<file path="src/rtl/vpic_pkg.sv">
package vpic_pkg;
   // global register offsets
   localparam int OFF_GCFG   = 'h000;
   localparam int OFF_SPUR   = 'h004;
   localparam int OFF_TASK   = 'h008;
   localparam int OFF_ACK    = 'h00C;
   localparam int OFF_EOI    = 'h010;
   // inter-processor dispatch block
   localparam int IPI_BASE   = 'h040;
   localparam int IPI_STRIDE = 16;
   // per-source block
   localparam int SRC_BASE   = 'h100;
   localparam int SRC_STRIDE = 16;
   localparam int DST_OFS    = 4;
   // field positions
   localparam int B_MASK     = 31;
   localparam int B_CASC     = 29;
   localparam int B_POL      = 23;
   localparam int B_LVL      = 22;
   localparam int B_PRI      = 16;
endpackage

</file>
<file path="src/rtl/vpic_sense.sv">
module vpic_sense (
   input  logic clk,
   input  logic rst_n,
   input  logic raw_i,
   input  logic lvl_i,
   input  logic hi_i,
   input  logic clr_i,
   output logic pend_o
);
   logic prev_q, latch_q, edge_ev;

   assign edge_ev = hi_i ? (raw_i & ~prev_q) : (~raw_i & prev_q);

   always_ff @(posedge clk) begin
      if (!rst_n) begin
         prev_q  <= 1'b0;
         latch_q <= 1'b0;
      end else begin
         prev_q <= raw_i;
         if (edge_ev && !lvl_i) latch_q <= 1'b1;
         else if (clr_i)        latch_q <= 1'b0;
      end
   end

   assign pend_o = lvl_i ? (raw_i == hi_i) : latch_q;

   AST_EDGE_HOLD: assert property (@(posedge clk) disable iff (!rst_n)
      (latch_q && !clr_i) |=> latch_q);
endmodule

</file>
<file path="src/rtl/vpic_arb.sv">
module vpic_arb #(
   parameter int NSRC  = 12,
   parameter int PRI_W = 4,
   parameter int IDX_W = 4
) (
   input  logic [NSRC-1:0]            elig_i,
   input  logic [NSRC-1:0][PRI_W-1:0] pri_i,
   output logic                       vld_o,
   output logic [IDX_W-1:0]           idx_o,
   output logic [PRI_W-1:0]           pri_o
);
   // linear scan; strict compare keeps the lowest index on ties
   always_comb begin
      vld_o = 1'b0;
      idx_o = '0;
      pri_o = '0;
      for (int i = 0; i < NSRC; i++) begin
         if (elig_i[i] && (!vld_o || pri_i[i] > pri_o)) begin
            vld_o = 1'b1;
            idx_o = IDX_W'(i);
            pri_o = pri_i[i];
         end
      end
   end
endmodule

</file>
<file path="src/rtl/vpic_isr.sv">
module vpic_isr #(
   parameter int PRI_W = 4
) (
   input  logic             clk,
   input  logic             rst_n,
   input  logic             push_i,
   input  logic [PRI_W-1:0] push_pri_i,
   input  logic             pop_i,
   output logic [PRI_W-1:0] top_o
);
   localparam int LVLS = 1 << PRI_W;

   logic [LVLS-1:0] act_q, act_d;

   always_comb begin
      top_o = '0;
      for (int l = 0; l < LVLS; l++)
         if (act_q[l]) top_o = PRI_W'(l);
   end

   always_comb begin
      act_d = act_q;
      if (pop_i)  act_d[top_o]      = 1'b0;
      if (push_i) act_d[push_pri_i] = 1'b1;
   end

   always_ff @(posedge clk) begin
      if (!rst_n) act_q <= '0;
      else        act_q <= act_d;
   end

   AST_PUSH_ABOVE_TOP: assert property (@(posedge clk) disable iff (!rst_n)
      push_i |-> (push_pri_i > top_o));
   AST_PUSH_MARKS: assert property (@(posedge clk) disable iff (!rst_n)
      push_i |=> (top_o == $past(push_pri_i)));
   AST_POP_LOWERS: assert property (@(posedge clk) disable iff (!rst_n)
      (pop_i && !push_i && top_o != '0) |=> (top_o < $past(top_o)));
endmodule

</file>
<file path="src/rtl/vpic.sv">
module vpic #(
   parameter int N_EXT  = 4,
   parameter int N_TMR  = 4,
   parameter int N_IPI  = 4,
   parameter int PRI_W  = 4,
   parameter int VEC_W  = 8,
   parameter int ADDR_W = 12
) (
   input  logic              clk,
   input  logic              rst_n,
   input  logic [ADDR_W-1:0] bus_addr,
   input  logic              bus_wr,
   input  logic              bus_rd,
   input  logic [31:0]       bus_wdata,
   output logic [31:0]       bus_rdata,
   output logic              bus_rvalid,
   input  logic [N_EXT-1:0]  ext_irq,
   input  logic [N_TMR-1:0]  tmr_irq,
   output logic              cpu_irq
);
   import vpic_pkg::*;

   localparam int NSRC   = N_EXT + N_TMR + N_IPI;
   localparam int IDX_W  = (NSRC > 1) ? $clog2(NSRC) : 1;
   localparam int TMR_LO = N_EXT;
   localparam int IPI_LO = N_EXT + N_TMR;

   if (PRI_W < 1 || PRI_W > 4) begin : g_bad_pri
      $error("PRI_W must lie in 1..4");
   end
   if (VEC_W < 1 || VEC_W > 16) begin : g_bad_vec
      $error("VEC_W must lie in 1..16");
   end
   if (N_EXT < 1 || N_IPI < 1 || N_IPI > 12) begin : g_bad_cnt
      $error("source counts out of range");
   end
   if (SRC_BASE + SRC_STRIDE * NSRC > (1 << ADDR_W)) begin : g_bad_addr
      $error("ADDR_W too small for the source block");
   end

   logic             casc_q;
   logic [VEC_W-1:0] spur_q;
   logic [PRI_W-1:0] task_q;
   logic             msk_q [NSRC];
   logic             pol_q [NSRC];
   logic             lvl_q [NSRC];
   logic             dst_q [NSRC];
   logic [PRI_W-1:0] pri_q [NSRC];
   logic [VEC_W-1:0] vec_q [NSRC];

   logic [NSRC-1:0]            pend, clr, elig;
   logic [NSRC-1:0][PRI_W-1:0] pri_pk;
   logic [N_IPI-1:0]           ipi_go;
   logic                       sel_vld;
   logic [IDX_W-1:0]           sel_idx;
   logic [PRI_W-1:0]           sel_pri, top_pri;
   logic                       ack_rd, eoi_wr, deliver, ack_deliv;
   logic [31:0]                rd_val;
   logic                       unused_wd;

   assign unused_wd = ^bus_wdata;

   assign ack_rd    = bus_rd && bus_addr == ADDR_W'(OFF_ACK);
   assign eoi_wr    = bus_wr && bus_addr == ADDR_W'(OFF_EOI);
   assign deliver   = !casc_q && sel_vld && sel_pri > task_q && sel_pri > top_pri;
   assign ack_deliv = ack_rd && deliver;
   assign cpu_irq   = casc_q ? ext_irq[0] : deliver;

   // global registers
   always_ff @(posedge clk) begin
      if (!rst_n) begin
         casc_q <= 1'b0;
         spur_q <= '1;
         task_q <= '1;
      end else if (bus_wr) begin
         if (bus_addr == ADDR_W'(OFF_GCFG)) casc_q <= bus_wdata[B_CASC];
         if (bus_addr == ADDR_W'(OFF_SPUR)) spur_q <= bus_wdata[VEC_W-1:0];
         if (bus_addr == ADDR_W'(OFF_TASK)) task_q <= bus_wdata[PRI_W-1:0];
      end
   end

   for (genvar k = 0; k < N_IPI; k++) begin : g_ipi
      assign ipi_go[k] = bus_wr && bus_wdata[0] &&
                         bus_addr == ADDR_W'(IPI_BASE + IPI_STRIDE * k);
   end

   // per-source configuration and sensing
   for (genvar g = 0; g < NSRC; g++) begin : g_src
      localparam logic [ADDR_W-1:0] A_VP  = ADDR_W'(SRC_BASE + SRC_STRIDE * g);
      localparam logic [ADDR_W-1:0] A_DST = ADDR_W'(SRC_BASE + SRC_STRIDE * g + DST_OFS);
      logic raw, lvl, hi;

      always_ff @(posedge clk) begin
         if (!rst_n) begin
            msk_q[g] <= 1'b1;
            pol_q[g] <= 1'b0;
            lvl_q[g] <= 1'b0;
            dst_q[g] <= 1'b0;
            pri_q[g] <= '0;
            vec_q[g] <= '0;
         end else if (bus_wr && bus_addr == A_VP) begin
            msk_q[g] <= bus_wdata[B_MASK];
            pol_q[g] <= bus_wdata[B_POL];
            lvl_q[g] <= bus_wdata[B_LVL];
            pri_q[g] <= bus_wdata[B_PRI +: PRI_W];
            vec_q[g] <= bus_wdata[VEC_W-1:0];
         end else if (bus_wr && bus_addr == A_DST) begin
            dst_q[g] <= bus_wdata[0];
         end
      end

      if (g < TMR_LO) begin : g_board
         assign raw = ext_irq[g];
         assign lvl = lvl_q[g];
         assign hi  = pol_q[g];
      end else if (g < IPI_LO) begin : g_timer
         assign raw = tmr_irq[g - TMR_LO];
         assign lvl = lvl_q[g];
         assign hi  = pol_q[g];
      end else begin : g_soft
         assign raw = ipi_go[g - IPI_LO];
         assign lvl = 1'b0;
         assign hi  = 1'b1;
      end

      assign clr[g]    = ack_deliv && sel_idx == IDX_W'(g);
      assign elig[g]   = pend[g] && !msk_q[g] && dst_q[g];
      assign pri_pk[g] = pri_q[g];

      vpic_sense u_sense (
         .clk   (clk),
         .rst_n (rst_n),
         .raw_i (raw),
         .lvl_i (lvl),
         .hi_i  (hi),
         .clr_i (clr[g]),
         .pend_o(pend[g])
      );
   end

   vpic_arb #(.NSRC(NSRC), .PRI_W(PRI_W), .IDX_W(IDX_W)) u_arb (
      .elig_i(elig),
      .pri_i (pri_pk),
      .vld_o (sel_vld),
      .idx_o (sel_idx),
      .pri_o (sel_pri)
   );

   vpic_isr #(.PRI_W(PRI_W)) u_isr (
      .clk       (clk),
      .rst_n     (rst_n),
      .push_i    (ack_deliv),
      .push_pri_i(sel_pri),
      .pop_i     (eoi_wr),
      .top_o     (top_pri)
   );

   // read mux
   always_comb begin
      rd_val = '0;
      if (bus_addr == ADDR_W'(OFF_GCFG)) rd_val[B_CASC] = casc_q;
      if (bus_addr == ADDR_W'(OFF_SPUR)) rd_val = 32'(spur_q);
      if (bus_addr == ADDR_W'(OFF_TASK)) rd_val = 32'(task_q);
      if (bus_addr == ADDR_W'(OFF_ACK))
         rd_val = deliver ? 32'(vec_q[sel_idx]) : 32'(spur_q);
      for (int i = 0; i < NSRC; i++) begin
         if (bus_addr == ADDR_W'(SRC_BASE + SRC_STRIDE * i)) begin
            rd_val[B_MASK]           = msk_q[i];
            rd_val[B_POL]            = pol_q[i];
            rd_val[B_LVL]            = lvl_q[i];
            rd_val[B_PRI +: PRI_W]   = pri_q[i];
            rd_val[VEC_W-1:0]        = vec_q[i];
         end
         if (bus_addr == ADDR_W'(SRC_BASE + SRC_STRIDE * i + DST_OFS))
            rd_val[0] = dst_q[i];
      end
   end

   always_ff @(posedge clk) begin
      if (!rst_n) begin
         bus_rdata  <= '0;
         bus_rvalid <= 1'b0;
      end else begin
         bus_rvalid <= bus_rd;
         if (bus_rd) bus_rdata <= rd_val;
      end
   end

   AST_BUS_EXCL: assert property (@(posedge clk) disable iff (!rst_n)
      !(bus_rd && bus_wr));
   AST_SPUR_IDLE: assert property (@(posedge clk) disable iff (!rst_n)
      (ack_rd && !deliver) |=> (bus_rdata == 32'($past(spur_q))));
   AST_ACK_DROPS: assert property (@(posedge clk) disable iff (!rst_n)
      ack_deliv |=> (!cpu_irq || sel_pri > $past(sel_pri)));
endmodule

</file>
<file path="config.mk">
export PLATFORM = sky130hd
export DESIGN_NAME = vpic
export DESIGN_NICKNAME = d
export VERILOG_FILES = /design/src/rtl/vpic_pkg.sv /design/src/rtl/vpic_sense.sv /design/src/rtl/vpic_arb.sv /design/src/rtl/vpic_isr.sv /design/src/rtl/vpic.sv
export SDC_FILE = /design/constraint.sdc
export NUM_CORES = 1
export LEC_CHECK = 0
export ABC_CLOCK_PERIOD_IN_PS = 36200
export BUFFER_PORTS_ARGS = -buffer_cell sky130_fd_sc_hd__buf_2
export CORE_MARGIN = 2
export CORE_UTILIZATION = 48
export CTS_CLUSTER_DIAMETER = 200
export DETAILED_ROUTE_END_ITERATION = 10
export HOLD_SLACK_MARGIN = 0.12
export PLACE_DENSITY = 0.74
export SYNTH_ARGS = -nofsm -noshare
export SYNTH_HDL_FRONTEND = slang
export SYNTH_HIERARCHICAL = 1
export SYNTH_SLANG_ARGS = --single-unit
</file>
<file path="constraint.sdc">
create_clock -name clk -period 36.2 [get_ports clk]
set_input_delay 1.81 -clock clk [delete_from_list [all_inputs] [get_ports clk]]
set_output_delay 1.81 -clock clk [all_outputs]
set_load 0.005 [all_outputs]
</file>
==> results of run 1 <==
-- worst max-delay path by stage --
stage,to,slack [ns]
5_1_grt,cpu_irq,8.95
3_3_place_gp,cpu_irq,11.89
3_5_place_dp,u_isr/act_q[12]$_SDFF_PN0_,11.22
6_report,cpu_irq,10.73
2_1_floorplan,cpu_irq,15.19
4_1_cts,cpu_irq,11.18
-- cells in the mapped netlist (all sizes together), types with 18 or more instances --
master	number
and2	173
edfxtp	189
mux4	28
nor2b	33
mux2	26
o22ai	18
nand4	19
dfxtp	72
mux2i	28
ha	49
nand2b	18
a221oi	22
nor4b	18
o21ai	82
nand3	39
a21oi	68
clkbuf	63
nand2	138
nor3	43
buf	46
inv	46
nor2	118
-- state kept, by name, summed over array words and instances (netlist names) --
| signal | count |
|---|---|
| bus_rdata | 16 |
| bus_rvalid | 1 |
| casc_q | 1 |
| dst_q | 12 |
| g_src.u_sense/latch_q | 12 |
| g_src.u_sense/prev_q | 12 |
| lvl_q | 12 |
| msk_q | 12 |
| pol_q | 12 |
| pri_q | 48 |
| spur_q | 8 |
| task_q | 4 |
| u_isr/act_q | 15 |
| vec_q | 96 |
-- cells in the final DEF (no fill, tap or decap), drive strengths merged, types with 33 or more instances in the layout --
cell,n
buf,72
edfxtp,189
and2,173
o21ai,82
nand3,39
clkbuf,36
ha,49
dfxtp,72
nor2,118
conb,40
nor3,43
nor2b,33
a21oi,68
inv,47
nand2,138
-- logic make-up after synthesis --
| group | count (synthesis) | synth area share |
|---|---|---|
| AOI/OAI and AO/OA | 363 | 0.160 |
| xor gates and xnor gates | 12 | 0.00643 |
| adders and majority gates | 49 | 0.0375 |
| buffers and inverters | 156 | 0.0426 |
| DFF | 261 | 0.435 |
| muxes | 82 | 0.0743 |
| other | 2 | 0.000460 |
| and+or+nand+nor | 698 | 0.244 |
-- where the power goes --
| group | switching (W) | internal [W] | leakage, nW |
|---|---|---|---|
| Sequential | 0.0000108 | 0.000333 | 2.39 |
| Clock | 0.000123 | 0.000170 | 0.443 |
| Combinational | 0.0000872 | 0.0000546 | 3.84 |
-- per-stage QoR --
stage	setup WS, ns	hold slack (ns)	util	instance area (µm²)	std cells
final	10.73	0.468	0.533	17900	2127
after global routing	8.95	0.486	0.533	17900	2126
after CTS	11.18	0.472	0.533	17900	2126
after detailed placement	11.22	0.463	0.505	16900	2072
after global placement	11.89	0.452	0.505	16900	2072
after floorplan	15.19	0.441	-	16500	1661
-- per-layer routing --
layer,track usage,share of wire,vias up
li1,-,-,6124
met4,0.126,0.046,0
met3,0.0505,0.11,165
met5,0,0,-
met2,0.469,0.46,983
met1,0.398,0.38,6748
-- layout make-up --
cell class / count / area [µm²]
sequential: 261 / 7120
clock inverter: 18 / 175
antenna: 1 / 2.50
timing repair buffer: 72 / 398
multi-input combinational: 1244 / 8690
clock buffer: 36 / 762
inverter: 47 / 176
tap: 448 / 561
fill: 2995 / 15700
-- critical path: cells and delay by family --
family	cells	cell delay, ns
buffers and inverters	3	0.42
XOR/XNOR	1	0.14
AO/OA/AOI/OAI	53	12.45
AND/OR/NAND/NOR	21	3.37
multiplexers	5	1.55
adder cells (fa/ha/maj)	12	3.91
==> flow_summary.json, run 1 <==
{
  "cts_max_level": 1,
  "hp-class": "reg2reg",
  "wirelength_um": 53300,
  "firstDrtPassIters": 9,
  "syn_avg_cell_area_um2": 10.1,
  "p_leak_nw": 6.67,
  "cts_sinks": 261,
  "antenna_found_initial": 2,
  "clock.fmax_mhz": 39.3,
  "num_rows": 67,
  "criticalPathCategory": "in2out",
  "worstSetupStartpoint": "ext_irq[0]",
  "grt-ovfl-total": 0,
  "outcome": "finished clean",
  "cts_tree": "built",
  "grt_usage": 0.295,
  "grt_pass1_wl_um": 80200,
  "end_kind": "primary output",
  "setup_violations": 0,
  "tns_ns": 0,
  "num_vias": 14020,
  "power.density_mw_per_mm2": 43.5,
  "initial_core_util": 0.487,
  "period_minus_slack_ns": 25.47,
  "drtAntennaViolNets": 0,
  "rsz0062_at_grt": "no",
  "ys_warn_count": 6,
  "ys.flop_type": "edfxtp_1",
  "cp.required_ns": 34.39,
  "maxCapViolCount": 0,
  "grt_max_degree": 66,
  "syn_to_final_growth_pct": 9.39,
  "place.gp.congestion": 1.02,
  "cts_setup_buffers": 0,
  "holdPathStages": 2,
  "wire_per_inst_um": 25.1,
  "reg2reg_from": "pol_q[0][0]$_DFFE_PP_",
  "synth_edf_count": 189,
  "cts_root_buf": "clkbuf_16",
  "cp_slowest_cell": "a21oi_1",
  "synth_area_mm2": 0.0163,
  "async_flop_share": 0,
  "first_iter_violations": 2058,
  "nets": 1760,
  "drive_above_1_share": 0.136,
  "drc": 0,
  "hpwlAfterDp_um": 37900,
  "critical_path.max_fanout": 13,
  "r2r_end": "u_isr/act_q[10]$_SDFF_PN0_",
  "total_power_w": 0.000778,
  "worstMarginPinSlew_ns": 1.31,
  "cp-start-kind": "input port",
  "ff2ff_path_depth": 97,
  "fp.dieW_um": 189,
  "num_io_pins": 90,
  "vias_per_cell": 6.59,
  "synth-seq-cells": 261,
  "coreArea_mm2": 0.0335,
  "cts_resized": 0,
  "hold_path_end": "bus_rdata[29]$_SDFFE_PN0P_",
  "yosysTopAreaCell": "edfxtp_1",
  "grt_pass1_vias": 13417,
  "ctsHoldBuffers": 0,
  "fin_crit_sh": 0.704,
  "numPortBuffers": 57,
  "yosys-top-cells-area": "edfxtp_1 (35%), dfxtp_1 (8.8%), and2_1 (6.2%), mux4_2 (3.9%), ha_1 (3.8%)",
  "slowest_delay_ns": 0.72,
  "r2r_slack_ns": 12.18,
  "ir_drop_mv": 0.0436,
  "die_area_mm2": 0.0355,
  "arrival_ns": 23.66,
  "dieHeight_um": 189,
  "synth_top_area_share": 0.347,
  "yosysSeqAreaShare": 0.435,
  "clockBufferDepth": 3,
  "syn_inst": 1623,
  "hp-start": "bus_rdata[29]$_SDFFE_PN0P_",
  "clk_pin_slew_worst_paths_ns": 0.07,
  "hold_viol_final": 0,
  "insertion_delay_ns": 0.57,
  "synth.distinct_cells": 105,
  "max_slew_margin": 0.123,
  "finalMaxSlewViolations": 0,
  "cts_buffers": 29,
  "fin_worst_skew_ns": 0.0257
}
No activity file was read; power rests on OpenSTA's default activity.
==> run 2, diff against run 1 <==
--- a/config.mk
+++ b/config.mk
@@ -5,14 +5,14 @@
 export SDC_FILE = /design/constraint.sdc
 export NUM_CORES = 1
 export LEC_CHECK = 0
-export ABC_CLOCK_PERIOD_IN_PS = 36200
+export ABC_CLOCK_PERIOD_IN_PS = 20900
 export BUFFER_PORTS_ARGS = -buffer_cell sky130_fd_sc_hd__buf_2
 export CORE_MARGIN = 2
 export CORE_UTILIZATION = 48
 export CTS_CLUSTER_DIAMETER = 200
 export DETAILED_ROUTE_END_ITERATION = 10
 export HOLD_SLACK_MARGIN = 0.12
-export PLACE_DENSITY = 0.74
+export PLACE_DENSITY = 0.77
 export SYNTH_ARGS = -nofsm -noshare
 export SYNTH_HDL_FRONTEND = slang
 export SYNTH_HIERARCHICAL = 1
==> constraint.sdc (replaced) <==
create_clock -name clk -period 20.9 [get_ports clk]
set_input_delay 1.045 -clock clk [delete_from_list [all_inputs] [get_ports clk]]
set_output_delay 1.045 -clock clk [all_outputs]
set_load 0.005 [all_outputs]
==> run 2 against run 1 <==
Clock-buffer cell count increased by 7. Register-to-register slack got worse by 11 ns. Sequential share of layout area down 0.94 points. Via count grew 0.14%. Routed wire length barely moved. Combinational power grew 88%. Critical path type unchanged. Core utilization is 1.3 points higher.
==> flow_summary.json, run 2 (synthesized netlist as in run 1, its figures left out) <==
{
  "outcome": "finished clean",
  "num_rows": 67,
  "grt-ovfl-total": 0,
  "largest_reg_flops": 96,
  "syn_to_final_growth_pct": 12.0,
  "clockBufferDepth": 3,
  "hold_viol_final": 0,
  "hp-class": "reg2reg",
  "top_regs": "vec_q: 96 flops, pri_q: 48 flops, bus_rdata: 16 flops",
  "place.gp.congestion": 1.01,
  "end_kind": "primary output",
  "clk_pin_slew_worst_paths_ns": 0.06,
  "clkPwrFrac": 0.364,
  "cts_tree": "built",
  "die_area_mm2": 0.0355,
  "max_slew_margin": 0.210,
  "num_io_pins": 90,
  "post-route-cell-area_mm2": 0.0183,
  "maxCapViolCount": 0,
  "grt_usage": 0.294,
  "utilization": 0.546,
  "dieHeight_um": 189,
  "power.density_mw_per_mm2": 74.0,
  "drive_above_1_share": 0.171,
  "drtAntennaViolNets": 0,
  "clock.fmax_mhz": 50.2,
  "p_leak_nw": 6.88,
  "cts_buffers": 27,
  "fp.dieW_um": 189,
  "wirelength_um": 53300,
  "nets": 1800,
  "hpwlAfterDp_um": 38600,
  "crit_family": "compound AO/OA/AOI/OAI gates",
  "internal_power_w": 0.000973,
  "power_switching_w": 0.000381,
  "grt_pass1_vias": 13572,
  "ir_drop_mv": 0.0719,
  "period_minus_slack_ns": 19.94,
  "insertion_delay_ns": 0.55,
  "largest-register": "vec_q",
  "finalMaxSlewViolations": 0,
  "antenna_found_initial": 2,
  "initial_core_util": 0.487,
  "grt_pass1_wl_um": 80100,
  "placed_area_mm2": 0.0171,
  "cp-start-kind": "input port",
  "final_common_cell": "edfxtp_1",
  "cts_root_buf": "clkbuf_16",
  "slowest_delay_ns": 0.37,
  "coreArea_mm2": 0.0335,
  "num_vias": 14039,
  "first_iter_violations": 1734,
  "firstDrtPassIters": 7,
  "vias_per_cell": 6.48,
  "cp.required_ns": 19.85,
  "grt_max_degree": 70,
  "numPortBuffers": 57,
  "fin_worst_skew_ns": 0.0184,
  "cts_max_level": 1,
  "cts_sinks": 261,
  "worstMarginPinSlew_ns": 1.18,
  "criticalPathCategory": "in2out",
  "setup_violations": 0,
  "p_seq_frac": 0.439,
  "final_cell_mix": "edfxtp_1 (189), and2_1 (158), nand2_1 (136), nor2_1 (113), dfxtp_1 (72)",
  "critPathBufInv": 12,
  "fillCellCount": 2901,
  "critical_path.max_fanout": 8,
  "arrival_ns": 18.89,
  "switching_share": 0.282,
  "critPathMostFrequentCell": "ha_1",
  "power_frac_comb": 0.197,
  "drc": 0,
  "fin_crit_sh": 0.954,
  "wire_per_inst_um": 24.6,
  "cp_slowest_cell": "mux2_2"
}
## run 2: cell count changes in the layout (fill, tap and decap cells not counted), moves of 3 or more
cell        delta
o21ai_2        +4
a21oi_2        +4
clkbuf_1       +5
buf_4         +40
clkinv_1       -5
mux2i_2        +3
clkinvlp_4     -3
a21oi_1        -4
and2_1         -3
o21ai_0        -7
mux2i_1        -3
o21ai_1        +3
## run 2: worst register-to-register path, delay by kind of cell (launching register included)
kind                       cells  cell delay (ns)
buffers and inverters         10             1.73
xor gates and xnor gates       1             0.16
adders and majority gates     12             3.54
and+or+nand+nor               22             2.91
muxes                          7             1.92
AOI/OAI and AO/OA             48             8.50
DFF                            1             0.45
## run 2: per-stage QoR
stage | setup slack (ns) | power (W) | hold WS [ns] | instances | TNS, ns
2_1_floorplan | 1.37 | 0.000770 | 0.441 | 1661 | 0
3_5_place_dp | -0.0358 | 0.000853 | 0.462 | 2098 | -0.0984
6_report | 0.961 | 0.00135 | 0.464 | 2165 | 0
5_1_grt | -0.210 | 0.00140 | 0.494 | 2164 | -0.210
4_1_cts | 0.138 | 0.00134 | 0.472 | 2148 | 0
3_3_place_gp | 0.432 | 0.000846 | 0.451 | 2098 | 0
## run 2: timing repair
item                       CTS  global route
setup endpoints to repair    1            36
pin swaps                    0            16
gates resized for setup      1            40
setup buffers                0            16
cloned                       0             0
hold buffers                 0             0
## run 2: final timing paths
check | startpoint | endpoint | slack [ns] | cells past startpoint
setup / recovery | ext_irq[0] | cpu_irq | 0.96 | 99
hold / removal | bus_rdata[29]$_SDFFE_PN0P_ | bus_rdata[29]$_SDFFE_PN0P_ | 0.46 | 2
setup reg to reg | pol_q[0][0]$_DFFE_PP_ | bus_rdata[3]$_SDFFE_PN0P_ | 1.54 | 100
hold reg to reg | bus_rdata[29]$_SDFFE_PN0P_ | bus_rdata[29]$_SDFFE_PN0P_ | 0.46 | 2
## run 2: power groups by stage
| stage | Clock (W) | Combinational [W] | Sequential (W) |
|---|---|---|---|
| floorplan | 0 | 0.000175 | 0.000596 |
| global placement | 0 | 0.000243 | 0.000604 |
| detailed placement | 0 | 0.000248 | 0.000605 |
| CTS | 0.000495 | 0.000249 | 0.000594 |
| global route | 0.000514 | 0.000287 | 0.000596 |
| finish | 0.000493 | 0.000267 | 0.000595 |
## run 2: routing by layer
layer	up-vias	wire length (µm)	GRT usage
li1	6196	-	-
met1	6804	20600	0.390
met2	843	24200	0.465
met3	196	5290	0.0441
met4	0	3170	0.157
met5	-	0	0
## run 2: layout make-up
class | instances | area (µm²) | area share
Clock buffer | 43 | 831 | 0.0454
Sequential cell | 261 | 7120 | 0.389
Inverter | 47 | 176 | 0.00963
Multi-Input combinational cell | 1244 | 8820 | 0.482
Timing Repair Buffer | 114 | 732 | 0.0400
Antenna cell | 1 | 2.50 | 0.000137
Clock inverter | 7 | 72.6 | 0.00396
Tap cell | 448 | 561 | 0.0306
